File: config.mk
export PLATFORM = sky130hd
export DESIGN_NAME = hpcmd_exec
export DESIGN_NICKNAME = d
export VERILOG_FILES = /design/src/rtl/hpcmd_pkg.sv /design/src/rtl/hpcmd_decode.sv /design/src/rtl/hpcmd_ctrl.sv /design/src/rtl/hpcmd_dpath.sv /design/src/rtl/hpcmd_exec.sv
export SDC_FILE = /design/constraint.sdc
export NUM_CORES = 1
export LEC_CHECK = 0
export BUFFER_PORTS_ARGS = -buffer_cell sky130_fd_sc_hd__buf_4
export CORE_ASPECT_RATIO = 0.8
export CORE_MARGIN = 5
export CORE_UTILIZATION = 25
export CTS_CLUSTER_DIAMETER = 40
export DETAILED_ROUTE_END_ITERATION = 16
export PLACE_DENSITY_LB_ADDON = 0.25
export SYNTH_ARGS = -nofsm -noshare
export SYNTH_HDL_FRONTEND = slang
export SYNTH_HIERARCHICAL = 1
export SYNTH_SLANG_ARGS = --single-unit
File: constraint.sdc
create_clock -name clk -period 1.95 [get_ports clk]
set_input_delay 0.195 -clock clk [delete_from_list [all_inputs] [get_ports clk]]
set_output_delay 0.195 -clock clk [all_outputs]
set_load 0.01 [all_outputs]
File: src/rtl/hpcmd_pkg.sv
package hpcmd_pkg;

  typedef enum logic [2:0] {
    ERR_NONE    = 3'b000,
    ERR_SWITCH  = 3'b001,
    ERR_BADCMD  = 3'b010,
    ERR_BADMODE = 3'b100
  } hpErr_t;

  // strobes from control to datapath
  typedef struct packed {
    logic accept;
    logic complete;
  } hpStrobe_t;

  // decoded action held while the command executes
  typedef struct packed {
    hpErr_t     err;
    logic       slotOp;
    logic [7:0] slotNum;
    logic [1:0] stFld;
    logic [1:0] pwrFld;
    logic [1:0] attnFld;
    logic       modeOp;
    logic [3:0] modeVal;
    logic       allOp;
    logic [1:0] allState;
  } hpAction_t;

  localparam logic [7:0] CODE_MODE_A_LO  = 8'h40;
  localparam logic [7:0] CODE_MODE_A_HI  = 8'h44;
  localparam logic [7:0] CODE_MODE_A_RSV = 8'h47;
  localparam logic [7:0] CODE_ALL_PWR    = 8'h48;
  localparam logic [7:0] CODE_ALL_EN     = 8'h49;
  localparam logic [7:0] CODE_MODE_B_LO  = 8'h50;
  localparam logic [7:0] CODE_MODE_B_HI  = 8'h5D;
  localparam logic [7:0] CODE_MODE_B_RSV = 8'h5F;
  localparam logic [7:0] EXT_PROG_IF     = 8'd2;

  localparam logic [1:0] ST_PWRONLY  = 2'd1;
  localparam logic [1:0] ST_ENABLED  = 2'd2;
  localparam logic [1:0] ST_DISABLED = 2'd3;
  localparam logic [1:0] IND_OFF     = 2'd3;

endpackage

File: src/rtl/hpcmd_decode.sv
module hpcmd_decode
  import hpcmd_pkg::*;
#(
  parameter int NUM_SLOTS = 4
) (
  input  logic [15:0]          cmdWord,
  input  logic [7:0]           progIf,
  input  logic [NUM_SLOTS-1:0] mrlOpen,
  output hpAction_t            act
);

  localparam logic [7:0] MAX_SLOT = 8'(NUM_SLOTS);

  logic [7:0] code;
  logic [7:0] slotNum;
  logic       slotOk;
  logic       slotMrl;

  assign code    = cmdWord[7:0];
  assign slotNum = cmdWord[15:8];
  assign slotOk  = (slotNum != 8'd0) && (slotNum <= MAX_SLOT);

  always_comb begin
    slotMrl = 1'b0;
    for (int i = 0; i < NUM_SLOTS; i++) begin
      if (slotNum == 8'(i + 1)) slotMrl = mrlOpen[i];
    end
  end

  always_comb begin
    act = '0;
    if (code < CODE_MODE_A_LO) begin
      if (!slotOk) begin
        act.err = ERR_BADCMD;
      end else if (slotMrl && (code[1:0] != 2'd0)) begin
        act.err = ERR_SWITCH;
      end else begin
        act.slotOp  = 1'b1;
        act.slotNum = slotNum;
        act.stFld   = code[1:0];
        act.pwrFld  = code[3:2];
        act.attnFld = code[5:4];
      end
    end else if (code <= CODE_MODE_A_HI) begin
      act.modeOp  = 1'b1;
      act.modeVal = {1'b0, code[2:0]};
    end else if (code <= CODE_MODE_A_RSV) begin
      act.err = ERR_BADMODE;
    end else if (code == CODE_ALL_PWR) begin
      act.allOp    = 1'b1;
      act.allState = ST_PWRONLY;
    end else if (code == CODE_ALL_EN) begin
      act.allOp    = 1'b1;
      act.allState = ST_ENABLED;
    end else if (code < CODE_MODE_B_LO) begin
      act.err = ERR_BADCMD;
    end else if (code <= CODE_MODE_B_HI) begin
      if (progIf == EXT_PROG_IF) begin
        act.modeOp  = 1'b1;
        act.modeVal = code[3:0];
      end else begin
        act.err = ERR_BADMODE;
      end
    end else if (code <= CODE_MODE_B_RSV) begin
      act.err = ERR_BADMODE;
    end else begin
      act.err = ERR_BADCMD;
    end
  end

endmodule

File: src/rtl/hpcmd_ctrl.sv
module hpcmd_ctrl
  import hpcmd_pkg::*;
#(
  parameter int EXEC_CYCLES = 6
) (
  input  logic        clk,
  input  logic        rstN,
  input  logic        cmdWrEn,
  input  logic        intWrEn,
  input  logic [31:0] intWrData,
  output hpStrobe_t   strb,
  output logic        busy,
  output logic [31:0] intCtlWord,
  output logic        irqReq
);

  localparam int CNT_W = $clog2(EXEC_CYCLES + 1);
  localparam logic [CNT_W-1:0] CNT_LOAD = CNT_W'(EXEC_CYCLES);
  localparam logic [CNT_W-1:0] CNT_LAST = CNT_W'(1);

  logic [CNT_W-1:0] cnt;
  logic gMask;
  logic cmdMask;
  logic doneFlag;
  logic clrDone;
  logic unusedBits;

  assign strb.accept   = cmdWrEn && !busy;
  assign strb.complete = busy && (cnt == CNT_LAST);

  always_ff @(posedge clk) begin
    if (!rstN) begin
      busy <= 1'b0;
      cnt  <= '0;
    end else if (strb.accept) begin
      busy <= 1'b1;
      cnt  <= CNT_LOAD;
    end else if (busy) begin
      cnt <= cnt - CNT_LAST;
      if (strb.complete) busy <= 1'b0;
    end
  end

  assign clrDone = intWrEn && intWrData[16];

  always_ff @(posedge clk) begin
    if (!rstN) begin
      gMask    <= 1'b1;
      cmdMask  <= 1'b1;
      doneFlag <= 1'b0;
    end else begin
      if (intWrEn) begin
        gMask   <= intWrData[0];
        cmdMask <= intWrData[2];
      end
      // a completion in the same cycle as a clear wins
      doneFlag <= strb.complete || (doneFlag && !clrDone);
    end
  end

  assign intCtlWord = {15'b0, doneFlag, 13'b0, cmdMask, 1'b0, gMask};
  assign irqReq     = doneFlag && !gMask && !cmdMask;
  assign unusedBits = ^{intWrData[31:17], intWrData[15:3], intWrData[1]};

endmodule

File: src/rtl/hpcmd_dpath.sv
module hpcmd_dpath
  import hpcmd_pkg::*;
#(
  parameter int NUM_SLOTS = 4
) (
  input  logic                   clk,
  input  logic                   rstN,
  input  hpStrobe_t              strb,
  input  hpAction_t              decAct,
  input  logic [NUM_SLOTS-1:0]   mrlOpen,
  output logic [2:0]             errCode,
  output logic [3:0]             busMode,
  output logic [2*NUM_SLOTS-1:0] slotState,
  output logic [2*NUM_SLOTS-1:0] pwrInd,
  output logic [2*NUM_SLOTS-1:0] attnInd
);

  hpAction_t            pend;
  logic [NUM_SLOTS-1:0] pendMrl;
  hpErr_t               errR;

  always_ff @(posedge clk) begin
    if (!rstN) begin
      pend    <= '0;
      pendMrl <= '0;
      errR    <= ERR_NONE;
      busMode <= 4'd0;
    end else if (strb.accept) begin
      pend    <= decAct;
      pendMrl <= mrlOpen;
      errR    <= ERR_NONE;
    end else if (strb.complete) begin
      errR <= pend.err;
      if (pend.modeOp) busMode <= pend.modeVal;
    end
  end

  assign errCode = errR;

  for (genvar s = 0; s < NUM_SLOTS; s++) begin : g_slot
    logic [1:0] stR;
    logic [1:0] pwrR;
    logic [1:0] attnR;
    logic       hit;

    assign hit = pend.slotOp && (pend.slotNum == 8'(s + 1));

    always_ff @(posedge clk) begin
      if (!rstN) begin
        stR   <= ST_DISABLED;
        pwrR  <= IND_OFF;
        attnR <= IND_OFF;
      end else if (strb.complete) begin
        if (hit) begin
          if (pend.stFld   != 2'd0) stR   <= pend.stFld;
          if (pend.pwrFld  != 2'd0) pwrR  <= pend.pwrFld;
          if (pend.attnFld != 2'd0) attnR <= pend.attnFld;
        end else if (pend.allOp && !pendMrl[s]) begin
          stR <= pend.allState;
        end
      end
    end

    assign slotState[2*s +: 2] = stR;
    assign pwrInd[2*s +: 2]    = pwrR;
    assign attnInd[2*s +: 2]   = attnR;
  end

endmodule

File: src/rtl/hpcmd_exec.sv
module hpcmd_exec
  import hpcmd_pkg::*;
#(
  parameter int NUM_SLOTS   = 4,
  parameter int EXEC_CYCLES = 6
) (
  input  logic                   clk,
  input  logic                   rstN,
  input  logic                   cmdWrEn,
  input  logic [15:0]            cmdWord,
  input  logic [7:0]             progIf,
  input  logic [NUM_SLOTS-1:0]   mrlOpen,
  input  logic                   intWrEn,
  input  logic [31:0]            intWrData,
  output logic [15:0]            statusWord,
  output logic [31:0]            intCtlWord,
  output logic                   irqReq,
  output logic [2*NUM_SLOTS-1:0] slotState,
  output logic [2*NUM_SLOTS-1:0] pwrInd,
  output logic [2*NUM_SLOTS-1:0] attnInd,
  output logic [3:0]             busMode
);

  hpStrobe_t  strb;
  hpAction_t  decAct;
  logic       busy;
  logic [2:0] errCode;

  hpcmd_decode #(.NUM_SLOTS(NUM_SLOTS)) u_decode (
    .cmdWord (cmdWord),
    .progIf  (progIf),
    .mrlOpen (mrlOpen),
    .act     (decAct)
  );

  hpcmd_ctrl #(.EXEC_CYCLES(EXEC_CYCLES)) u_ctrl (
    .clk        (clk),
    .rstN       (rstN),
    .cmdWrEn    (cmdWrEn),
    .intWrEn    (intWrEn),
    .intWrData  (intWrData),
    .strb       (strb),
    .busy       (busy),
    .intCtlWord (intCtlWord),
    .irqReq     (irqReq)
  );

  hpcmd_dpath #(.NUM_SLOTS(NUM_SLOTS)) u_dpath (
    .clk       (clk),
    .rstN      (rstN),
    .strb      (strb),
    .decAct    (decAct),
    .mrlOpen   (mrlOpen),
    .errCode   (errCode),
    .busMode   (busMode),
    .slotState (slotState),
    .pwrInd    (pwrInd),
    .attnInd   (attnInd)
  );

  assign statusWord = {12'b0, errCode, busy};

endmodule

**Word-level counts from Yosys, hierarchy flattened**

Cells that the tools add are included.

- Add/sub/neg operators: 1
- Magnitude comparators: 7
- Equal/unequal tests: 16
- Multiplexer cells: 43
- Bitwise gates (word level): 2
- Reductions and logical operators: 49

Operators with widths:

| kind | number |
|---|---|
| 15-bit two-way mux | 3 |
| 3-bit two-way mux | 15 |
| 8-bit by 2-bit == test with 1-bit output (second input constant) | 5 |
| 3-bit AND reduction | 13 |
| 8-bit by 7-bit less-or-equal comparator with 1-bit output (second input constant) | 4 |
| 5-bit two-way mux | 6 |
| 2-bit two-way mux | 9 |
| 2-bit nonzero test | 9 |
| 8-bit by 1-bit == test with 1-bit output (second input constant) | 2 |
| 8-bit by 3-bit == test with 1-bit output (second input constant) | 2 |
| 8-bit by 7-bit == test with 1-bit output (second input constant) | 2 |
| 1-bit logical AND | 16 |
| 8-bit by 7-bit less-than comparator with 1-bit output (second input constant) | 2 |
| 8-bit two-way mux | 2 |
| 8-bit by 3-bit less-or-equal comparator with 1-bit output (second input constant) | 1 |
| 1-bit zero test | 8 |
| 1-bit two-way mux | 8 |
| 2-bit != test (second input constant) | 4 |
| 8-bit nonzero test | 1 |
| 3-bit by 1-bit == test with 1-bit output (second input constant) | 1 |
| 3-bit by 1-bit subtractor with 3-bit output (second input constant) | 1 |
| 1-bit inverter | 2 |
| 2-bit OR reduction | 1 |
| 1-bit logical OR | 1 |

- Bits in registers: 68
- Output and inout bits: 77
- Word-level logic and storage cells: 149

**Longest topological paths before layout**

Gate-level depths: netlist of the first run.

- Depth after elaboration: 9
- Mapped depth: 9
- Mapped depth without buffers: 7

**Hierarchy**

The synthesis of the first run kept the hierarchy.

By module, submodules not included:

| module | times used | cells each | area each (sq um) |
|---|---|---|---|
| hpcmd_dpath | 1 | 255 | 2447.3 |
| hpcmd_ctrl | 1 | 65 | 571.8 |
| hpcmd_decode | 1 | 58 | 371.6 |
| hpcmd_exec | 1 | 14 | 101.3 |

**Least setup slack after synthesis of the first run**

Ideal clock, no wire load.

- Path kind: reg2reg
- From: reg u_ctrl.cnt[1]
- To: reg u_dpath.g_slot[2].stR[0]
- Data arrival time: 1.652 ns
- Required time: 1.828 ns
- Setup slack: 0.176 ns
- Stages on the path, launching flop included: 10
- Clock period less this slack: 1.774 ns
- Cells stage by stage: dfxtp_1 > inv_1 > ha_1 > and3b_2 > buf_2 > nand2_1 > clkbuf_1 > or3_1 > a21oi_1 > a221o_1

RTL lines:

| element | line | RTL |
|---|---|---|
| from (decl) | hpcmd_ctrl.sv:21 | `logic [CNT_W-1:0] cnt;` |
| from (signal assigned) | hpcmd_ctrl.sv:39 | `cnt <= cnt - CNT_LAST;` |
| to (signal assigned) | hpcmd_dpath.sv:55 | `if (pend.stFld != 2'd0) stR <= pend.stFld;` |
| to (signal assigned) | hpcmd_dpath.sv:59 | `stR <= pend.allState;` |
| to (decl) | hpcmd_dpath.sv:41 | `logic [1:0] stR;` |

==> flow_metrics.env, run 1 <==
export IMPL_syn_to_final_growth_pct=23.7
export IMPL_globalplace_congestion=0.767
export IMPL_insertion_delay_ns=0.33
export IMPL_cts_root_buf="clkbuf_16"
export IMPL_path_max_fanout=12
export IMPL_post_cts_buffers=0
export IMPL_rows=38
export IMPL_detailedPlacementHpwl_microns=6510
export IMPL_ys_warn_count=6
export IMPL_cp_start_kind="flop"
export IMPL_synth_cell_types=51
export IMPL_syn_cell_area_sq_um=3490
export IMPL_io_buffer_count=70
export IMPL_drt_wl_total_microns=8380
export IMPL_yosysTopAreaCell="dfxtp_1"
export IMPL_max_freq_mhz=584
export IMPL_num_vias=2750
export IMPL_ios=141
export IMPL_cts_made_buffers=9
export IMPL_ys_ff_latch=68
export IMPL_wl_per_cell_microns=13.1
export IMPL_skew_ns=0.00558
export IMPL_synthArstFlopShare_pct=0
export IMPL_dr_wl_met2_microns=3630
export IMPL_drv_cap=0
export IMPL_cts_max_level=3
export IMPL_tightestPinTransition_ns=0.497
export IMPL_worstHoldPathCells=3
export IMPL_grt_setup_unrepaired="no"
export IMPL_criticalPathCategory="flop to flop"
export IMPL_die_width_microns=142
export IMPL_met1Wirelength_microns=4110
export IMPL_r2r_setup_slack_ns=0.24
export IMPL_min_period_ns=1.71
export IMPL_dr_first_iter_drc_count=131
export IMPL_crit_start="u_ctrl/cnt[0]"
export IMPL_leakagePower_uw=0.00189
export IMPL_fin_tns_setup_ns=0
export IMPL_dieArea_sq_um=16400
export IMPL_regToRegEndpoint="u_dpath/g_slot[0].stR[0]"
export IMPL_setup_viol=0
export IMPL_drtPass1Iterations=4
export IMPL_met3WireLength_microns=521
export IMPL_synth_edff_count=0
export IMPL_end_kind="flop"
export IMPL_syn_inst=392
export IMPL_status="completed"
export IMPL_layout_nets=522
export IMPL_fp_dieH_microns=116
export IMPL_slew_violations=0
export IMPL_avgSynthCellArea_sq_um=8.91
export IMPL_yosys_cell_count_top_type="dfxtp_1"
export IMPL_yosys_most_used_dff="dfxtp_1"
export IMPL_viasPerCell=4.29
export IMPL_drive_gt1_share_pct=23.0
export IMPL_drc_errors=0
export IMPL_clk_pin_slew_worst_paths_ns=0.06
export IMPL_power_per_cell_area_nw_per_um2=798
export IMPL_r2r_start="u_ctrl/cnt[0]"
export IMPL_grt_start_max_net_pins=36
export IMPL_hold_path_class="input port to flop"
export IMPL_ir_drop_v=0.000391
export IMPL_grt_overflow=0
export IMPL_hold_viol_final=0
export IMPL_antenna_found_initial=0
export IMPL_core_sq_um=13600
export IMPL_grt_pass1_wl_microns=13500
export IMPL_crit_path_end="u_dpath/g_slot[0].stR[0]"
export IMPL_post_cts_resized=0
export IMPL_fillers=1443
export IMPL_cts_sinks=68
export IMPL_drtAntennaViolNets=0
export IMPL_synth_top_cells_by_count="dfxtp_1, buf_4, nor2_1, mux2i_1, nand3_1"
export IMPL_synth_seq_area_share_pct=39.0
export IMPL_synth_area_leaders="dfxtp_1, mux2i_1, buf_4"
export IMPL_hold_ws_ns=0.0911
export IMPL_top_layer_used="met4"
export IMPL_cts_buffer_depth=2
export IMPL_total_power_uw=3450
export IMPL_yosysTopAreaCellShare_pct=39.0
export IMPL_critPathRequiredTime_ns=2.22
export IMPL_worstPathArrival_ns=1.98
export IMPL_start_util_pct=25.6
export IMPL_num_antenna_cells=0
export IMPL_relSlewSlack_pct=66.4
export IMPL_cts_hold_buf=0
export IMPL_grt_pass1_vias=2731
export IMPL_reg2regPathDepth=6
export IMPL_fin_crit_sh_pct=87.7
export IMPL_cts_tree="done"
export IMPL_grt_usage_pct=10.3
[metal layers]
metal | vias up | global-route usage, %
met5 | - | 0
met4 | 0 | 3.45
met3 | 7 | 3.14
met2 | 81 | 16.0
met1 | 1263 | 13.7
li1 | 1399 | -
[final cells by class]
cell class                      instances  area [sq um]  area share [%]
Multi-Input combinational cell        289          1790            41.4
Clock inverter                          7          91.3            2.11
Inverter                                8          30.0           0.695
Timing Repair Buffer                   80           601            13.9
Clock buffer                            9           225            5.21
Sequential cell                        68          1360            31.5
Tap cell                              180           225            5.21
[where the power goes]
| group | internal (uW) | switching [uW] |
|---|---|---|
| logic | 131 | 171 |
| clock network | 1110 | 595 |
| registers | 1420 | 21.0 |
| total | 2660 | 786 |
[metrics by stage]
| step | utilization [%] | area (sq um) | std cells | worst slack [ns] |
|---|---|---|---|---|
| after floorplan | - | 3650 | 435 | 0.176 |
| after CTS | 31.6 | 4320 | 641 | 0.223 |
| final | 31.7 | 4320 | 641 | 0.239 |
| after detailed placement | 29.3 | 4000 | 625 | 0.172 |
| after global routing | 31.7 | 4320 | 641 | 0.0485 |
| after global placement | 29.3 | 4000 | 625 | 0.176 |
[worst min-delay path by stage]
stage | to | from | slack, ns
global route | u_ctrl/cmdMask | intWrData[2] | 0.1
detailed placement | u_ctrl/cmdMask | intWrData[2] | 0.42
CTS | u_ctrl/cmdMask | intWrData[2] | 0.08
floorplan | u_ctrl/cmdMask | rstN | 0.26
global placement | u_ctrl/gMask | intWrData[0] | 0.42
finish | u_ctrl/cmdMask | intWrData[2] | 0.09
[registers in the layout, indices dropped and copies added (netlist names), 3 cells and up]
name                  count
u_ctrl/cnt                3
u_dpath/busMode           4
u_dpath/errCode           3
u_dpath/g_slot.attnR      8
u_dpath/g_slot.pwrR       8
u_dpath/g_slot.stR        8
u_dpath/pend             26
u_dpath/pendMrl           4
[worst max-delay path, cell delays in order (launching register included)]
cell and delay (ns):
dfxtp_1 0.37, ha_1 0.15, and3b_2 0.26, nand2_1 0.22, or3_1 0.36, a21oi_1 0.17
a221o_1 0.12
[cell families after synthesis]
| kind of cell | after synthesis | synth area share, % |
|---|---|---|
| adders and majority gates | 2 | 0.716 |
| buffers and inverters | 78 | 14.6 |
| other | 3 | 0.322 |
| muxes | 45 | 12.9 |
| AOI/OAI and AO/OA | 56 | 11.1 |
| DFF | 68 | 39.0 |
| and+or+nand+nor | 139 | 21.0 |
| xor gates and xnor gates | 1 | 0.251 |
[placed cells by master, fill, tap and decap left out, types with 2 or more instances in the layout]
cell type  instances
a21o_1             9
a21oi_1            8
a221o_1            7
and2_1             2
and3_1            20
buf_4             80
bufinv_16          2
clkbuf_16          9
clkinv_2           3
conb_1            46
dfxtp_1           68
ha_1               2
inv_1              7
mux2i_1           44
nand2_1           17
nand2b_1           2
nand3_1           20
nor2_1            48
nor3_1             4
nor3b_1            2
nor3b_2            3
nor4b_1            3
o21a_1             2
o21ai_0           17
o2bb2ai_1          2
o32ai_1            2
or3_1              6
Note: power is estimated with default switching activity, not from simulation.
==> run 2, diff against run 1 <==
==> constraint.sdc (replaced) <==
create_clock -name clk -period 1.5 [get_ports clk]
set_input_delay 0.45 -clock clk [delete_from_list [all_inputs] [get_ports clk]]
set_output_delay 0.45 -clock clk [all_outputs]
set_load 0.01 [all_outputs]
==> run 2 against run 1 <==
Net effect: non-clock buffer count is 44 higher; setup slack worse by 0.31 ns; total power is 28% higher; combinational power is 66% higher; global-route usage is 0.96 points higher; clock power is 19% higher; the run now ends with negative setup slack left; clock-buffer cell count is 2 higher; sequential power is 30% higher.
==> flow_metrics.env, run 2 (synthesized netlist as in run 1, its figures left out) <==
export IMPL_dr_wl_met2_microns=4150
export IMPL_met1Wirelength_microns=4400
export IMPL_ios=141
export IMPL_ir_drop_v=0.000561
export IMPL_hold_viol_final=0
export IMPL_cts_max_level=3
export IMPL_cts_buffer_depth=2
export IMPL_violations="negative setup slack"
export IMPL_grt_pass1_vias=2997
export IMPL_drive_gt1_share_pct=40.8
export IMPL_globalplace_congestion=0.740
export IMPL_power_share_combinational_pct=11.4
export IMPL_met3WireLength_microns=461
export IMPL_fin_crit_sh_pct=105
export IMPL_grt_usage_pct=11.3
export IMPL_grt_overflow=0
export IMPL_grt_pass1_wl_microns=14900
export IMPL_grt_setup_unrepaired="yes"
export IMPL_fin_ws_ns=-0.0760
export IMPL_top_layer_used="met4"
export IMPL_start_util_pct=25.6
export IMPL_drtAntennaViolNets=0
export IMPL_syn_to_final_growth_pct=41.2
export IMPL_p_int_uw=3370
export IMPL_fp_dieH_microns=116
export IMPL_layout_nets=568
export IMPL_cts_root_buf="clkbuf_16"
export IMPL_slew_violations=0
export IMPL_io_buffer_count=70
export IMPL_num_vias=2960
export IMPL_path_max_fanout=8
export IMPL_skew_ns=0.00704
export IMPL_grt_start_max_net_pins=35
export IMPL_leakagePower_uw=0.00214
export IMPL_cts_hold_buf=0
export IMPL_critPathRequiredTime_ns=1.72
export IMPL_seqPwrFrac_pct=42.5
export IMPL_status="finished, violations left"
export IMPL_end_kind="flop"
export IMPL_power_per_cell_area_nw_per_um2=895
export IMPL_cts_tree="done"
export IMPL_stdcell_area_sq_um=4930
export IMPL_worstPathArrival_ns=1.79
export IMPL_setup_viol=25
export IMPL_max_freq_mhz=635
export IMPL_min_period_ns=1.58
export IMPL_cp_start_kind="flop"
export IMPL_hold_path_class="input port to flop"
export IMPL_rows=38
export IMPL_drv_cap=0
export IMPL_antenna_found_initial=0
export IMPL_core_sq_um=13600
export IMPL_power_switching_uw=1050
export IMPL_dp_cells=664
export IMPL_place_area_sq_um=4300
export IMPL_layout_commonest_cell="buf_4"
export IMPL_layout_common_cells="buf_4, dfxtp_1, conb_1, nor2_1, mux2i_1"
export IMPL_largest_reg_flops=26
export IMPL_cts_made_buffers=9
export IMPL_r2r_setup_slack_ns=-0.08
export IMPL_instances_no_fill=687
export IMPL_die_width_microns=142
export IMPL_detailedPlacementHpwl_microns=6960
export IMPL_num_antenna_cells=0
export IMPL_post_place_ws_ns=-0.529
export IMPL_clkPwrFrac_pct=46.1
export IMPL_largest_register="u_dpath/pend"
export IMPL_drc_errors=0
export IMPL_drtPass1Iterations=4
export IMPL_criticalPathCategory="flop to flop"
export IMPL_insertion_delay_ns=0.33
export IMPL_cts_sinks=68
export IMPL_viasPerCell=4.31
export IMPL_drt_wl_total_microns=9110
export IMPL_swShare_pct=23.7
export IMPL_clk_pin_slew_worst_paths_ns=0.06
export IMPL_dieArea_sq_um=16400
export IMPL_wl_per_cell_microns=13.3
export IMPL_dr_first_iter_drc_count=86
## run 2: cell types whose count changed in the layout (fill, tap and decap cells not counted), sizes merged
cell,before,now
clkbuf,9,11
and3,20,21
bufinv,2,1
nand2,17,18
clkinv,5,4
buf,80,124
## run 2: worst paths after layout
kind                                   from  cells after the start                          to
hold / removal                 intWrData[0]                      3                u_ctrl/gMask
setup reg to reg              u_ctrl/cnt[1]                      6  u_dpath/g_slot[0].attnR[0]
setup / recovery              u_ctrl/cnt[1]                      6  u_dpath/g_slot[0].attnR[0]
hold reg to reg   u_dpath/g_slot[2].pwrR[0]                      1   u_dpath/g_slot[2].pwrR[0]
## run 2: through the flow
stage / setup TNS (ns) / power [uW] / utilization, % / hold WS [ns]
2_1_floorplan: -2.21 / 2240 / - / 0.452
3_3_place_gp: -8.53 / 2350 / 31.5 / 0.445
3_5_place_dp: -9.67 / 2360 / 31.5 / 0.445
4_1_cts: -0.788 / 4460 / 35.2 / 0.335
5_1_grt: -3.76 / 4630 / 36.1 / 0.347
6_report: -0.649 / 4410 / 36.1 / 0.360
## run 2: cell type report
class                           count  area (sq um)
Clock buffer                       11           233
Clock inverter                      5          52.6
Fill cell                        1414          8710
Inverter                            8          30.0
Multi-Input combinational cell    291          2050
Sequential cell                    68          1370
Tap cell                          180           225
Timing Repair Buffer              124           968
## run 2: worst max-delay path, stage by stage (launching register included)
cell and delay, ns:
dfxtp_2 0.32, inv_2 0.06, ha_4 0.12, and3b_4 0.31, and3_4 0.32, nand3_1 0.13
a21o_1 0.20
## run 2: metal layers
layer | vias up | GRT usage, %
met4 | 0 | 3.45
met1 | 1383 | 14.8
met5 | - | 0
met3 | 9 | 2.81
met2 | 72 | 18.3
li1 | 1496 | -
## run 2: repair_timing
item,in CTS,in global routing
pin swaps,23,33
cloned,2,0
endpoints found under the setup margin,40,49
gates resized for setup,55,34
setup buffers,6,1
## run 2: power by group through the flow
stage / Clock (uW) / Sequential [uW] / Combinational (uW)
floorplan: 0 / 1900 / 344
global placement: 0 / 1910 / 445
detailed placement: 0 / 1910 / 454
CTS: 2100 / 1870 / 486
global route: 2190 / 1880 / 553
finish: 2040 / 1870 / 501
==> run 3, diff against run 2 <==
--- a/config.mk
+++ b/config.mk
@@ -17,2 +17,3 @@
 export SYNTH_HIERARCHICAL = 1
 export SYNTH_SLANG_ARGS = --single-unit
+export TNS_END_PERCENT = 1
==> constraint.sdc (replaced) <==
create_clock -name clk -period 1.5 [get_ports clk]
set_input_delay 0.45 -clock clk [delete_from_list [all_inputs] [get_ports clk]]
set_output_delay 0.45 -clock clk [all_outputs]
set_load 0.005 [all_outputs]
==> run 3 against run 2 <==
Net effect: the flow still finishes with violations (negative setup slack); total power is 4.1% lower; cell area is 5.5% lower; sequential power about the same; first-iteration DRC count is 51% higher; critical path type unchanged; clock-buffer cell count is 2 higher; utilization decreased by 2.0 points; maximum frequency increased by 1.1%; global-route usage decreased by 0.68 points; flip-flop and latch count stayed put; largest cell class unchanged.
==> flow_metrics.env, run 3 (synthesized netlist as in run 1, its figures left out) <==
export IMPL_holdPathEnd="u_ctrl/cmdMask"
export IMPL_fillers=1403
export IMPL_io_buffer_count=70
export IMPL_cts_made_buffers=9
export IMPL_register_area_sq_um=1370
export IMPL_start_util_pct=25.6
export IMPL_grt_overflow=0
export IMPL_antenna_found_initial=0
export IMPL_dp_cells=658
export IMPL_crit_chain="nor4_4, and3_2, mux2i_1, a221o_1"
export IMPL_layout_common_cells="buf_4, dfxtp_1, conb_1, nor2_1, mux2i_1"
export IMPL_fin_tns_setup_ns=-0.493
export IMPL_instances_no_fill=678
export IMPL_reg2regPathDepth=4
export IMPL_largest_register="u_dpath/pend"
export IMPL_leakagePower_uw=0.00207
export IMPL_fin_crit_sh_pct=104
export IMPL_wl_per_cell_microns=13.0
export IMPL_critPathRequiredTime_ns=1.72
export IMPL_multi_input_area_sq_um=1860
export IMPL_drtAntennaViolNets=0
export IMPL_drc_errors=0
export IMPL_cts_buffer_depth=2
export IMPL_finish_utilization_pct=34.2
export IMPL_criticalPathCategory="flop to flop"
export IMPL_num_antenna_cells=0
export IMPL_detailedPlacementHpwl_microns=6850
export IMPL_rows=38
export IMPL_fin_ws_ns=-0.0587
export IMPL_drtPass1Iterations=4
export IMPL_ir_drop_v=0.000530
export IMPL_largest_reg_flops=26
export IMPL_power_per_cell_area_nw_per_um2=907
export IMPL_dieArea_sq_um=16400
export IMPL_globalplace_congestion=0.737
export IMPL_cts_hold_buf=0
export IMPL_cts_root_buf="clkbuf_16"
export IMPL_min_period_ns=1.56
export IMPL_cts_sinks=68
export IMPL_layout_commonest_cell="buf_4"
export IMPL_cp_start_kind="flop"
export IMPL_grt_pass1_vias=2837
export IMPL_path_max_fanout=6
export IMPL_slew_violations=0
export IMPL_core_sq_um=13600
export IMPL_viasPerCell=4.31
export IMPL_drive_gt1_share_pct=31.5
export IMPL_violations="negative setup slack"
export IMPL_drt_wl_total_microns=8810
export IMPL_die_width_microns=142
export IMPL_r2r_setup_slack_ns=-0.06
export IMPL_crit_slowest_cell="nor4_4"
export IMPL_cts_max_level=3
export IMPL_end_kind="flop"
export IMPL_hold_path_class="input port to flop"
export IMPL_syn_to_final_growth_pct=33.5
export IMPL_ios=141
export IMPL_dr_first_iter_drc_count=130
export IMPL_clk_pin_slew_worst_paths_ns=0.05
export IMPL_grt_setup_unrepaired="yes"
export IMPL_setup_viol=19
export IMPL_layout_nets=560
export IMPL_worstPathArrival_ns=1.77
export IMPL_num_vias=2922
export IMPL_hold_ws_ns=0.351
export IMPL_post_place_ws_ns=-0.545
export IMPL_hold_viol_final=0
export IMPL_hp_start="intWrData[2]"
export IMPL_grt_start_max_net_pins=35
export IMPL_r2r_start="u_dpath/pend[17]"
export IMPL_slowest_delay_ns=0.39
export IMPL_status="finished, violations left"
export IMPL_drv_cap=0
export IMPL_regToRegEndpoint="u_dpath/g_slot[3].stR[0]"
export IMPL_grt_pass1_wl_microns=13800
export IMPL_cts_tree="done"
export IMPL_skew_ns=0.00648
export IMPL_max_freq_mhz=642
export IMPL_grt_usage_pct=10.6
export IMPL_worstHoldPathCells=3
export IMPL_fp_dieH_microns=116
export IMPL_insertion_delay_ns=0.33
-- run 3: changes by cell type in the layout (fill, tap and decap cells not counted), moves of 5 or more --
cell | previous run | this run
buf_4 | 114 | 109
nand3_1 | 12 | 21
and3_4 | 10 | 3
a21oi_1 | 2 | 7
and3_1 | 10 | 16
nand3_2 | 7 | 0
a21oi_2 | 7 | 2
o21ai_2 | 8 | 0
-- run 3: how the worst max path moves through the flow --
stage	slack (ns)	from	endpoint
floorplan	-0.19	cmdWord[12]	u_dpath/pend[16]
global placement	-0.48	cmdWord[12]	u_dpath/pend[9]
detailed placement	-0.54	cmdWord[12]	u_dpath/pend[9]
CTS	-0.07	u_ctrl/cnt[1]	u_dpath/busMode[0]
global route	-0.16	u_ctrl/cnt[1]	u_dpath/busMode[0]
finish	-0.06	u_dpath/pend[17]	u_dpath/g_slot[3].stR[0]
-- run 3: per-stage QoR --
step                total power [uW]  cell area [sq um]
floorplan                       2220               3650
global placement                2320               4260
detailed placement              2330               4260
CTS                             4290               4610
global route                    4420               4660
finish                          4230               4660
-- run 3: report_power, final --
| group | leakage [uW] | switching (uW) | internal, uW | total, uW |
|---|---|---|---|---|
| logic | 0.00139 | 218 | 225 | 442 |
| registers | 0.000553 | 28.3 | 1840 | 1870 |
| clock network | 0.000135 | 723 | 1190 | 1920 |
| total | 0.00207 | 969 | 3260 | 4230 |
-- run 3: routing by layer --
metal / vias up / GRT usage (%) / part of all wire (%)
li1: 1486 / - / -
met1: 1342 / 13.7 / 48
met2: 82 / 16.8 / 44
met3: 12 / 2.89 / 6.6
met4: 0 / 4.35 / 1.5
met5: - / 0 / 0
-- run 3: final cells by class --
cell class	count	share of cell area [%]
multi-input cells	290	39.8
flip-flops and latches	68	29.3
repair buffers	117	19.7
clock buffers	13	5.58
well taps	180	4.83
inverters	8	0.644
clock inverters	2	0.215
-- run 3: what timing repair did --
item,4_1_cts,5_1_grt
gates cloned,1,0
setup endpoints to repair,26,57
pin swaps,4,4
resized for setup,16,20
buffers inserted,4,0
-- run 3: critical path, delay by kind of cell (launching register included) --
family,cells,cell delay (ns)
compound gates,1,0.30
flops,1,0.33
mux,1,0.11
simple gates,2,0.70
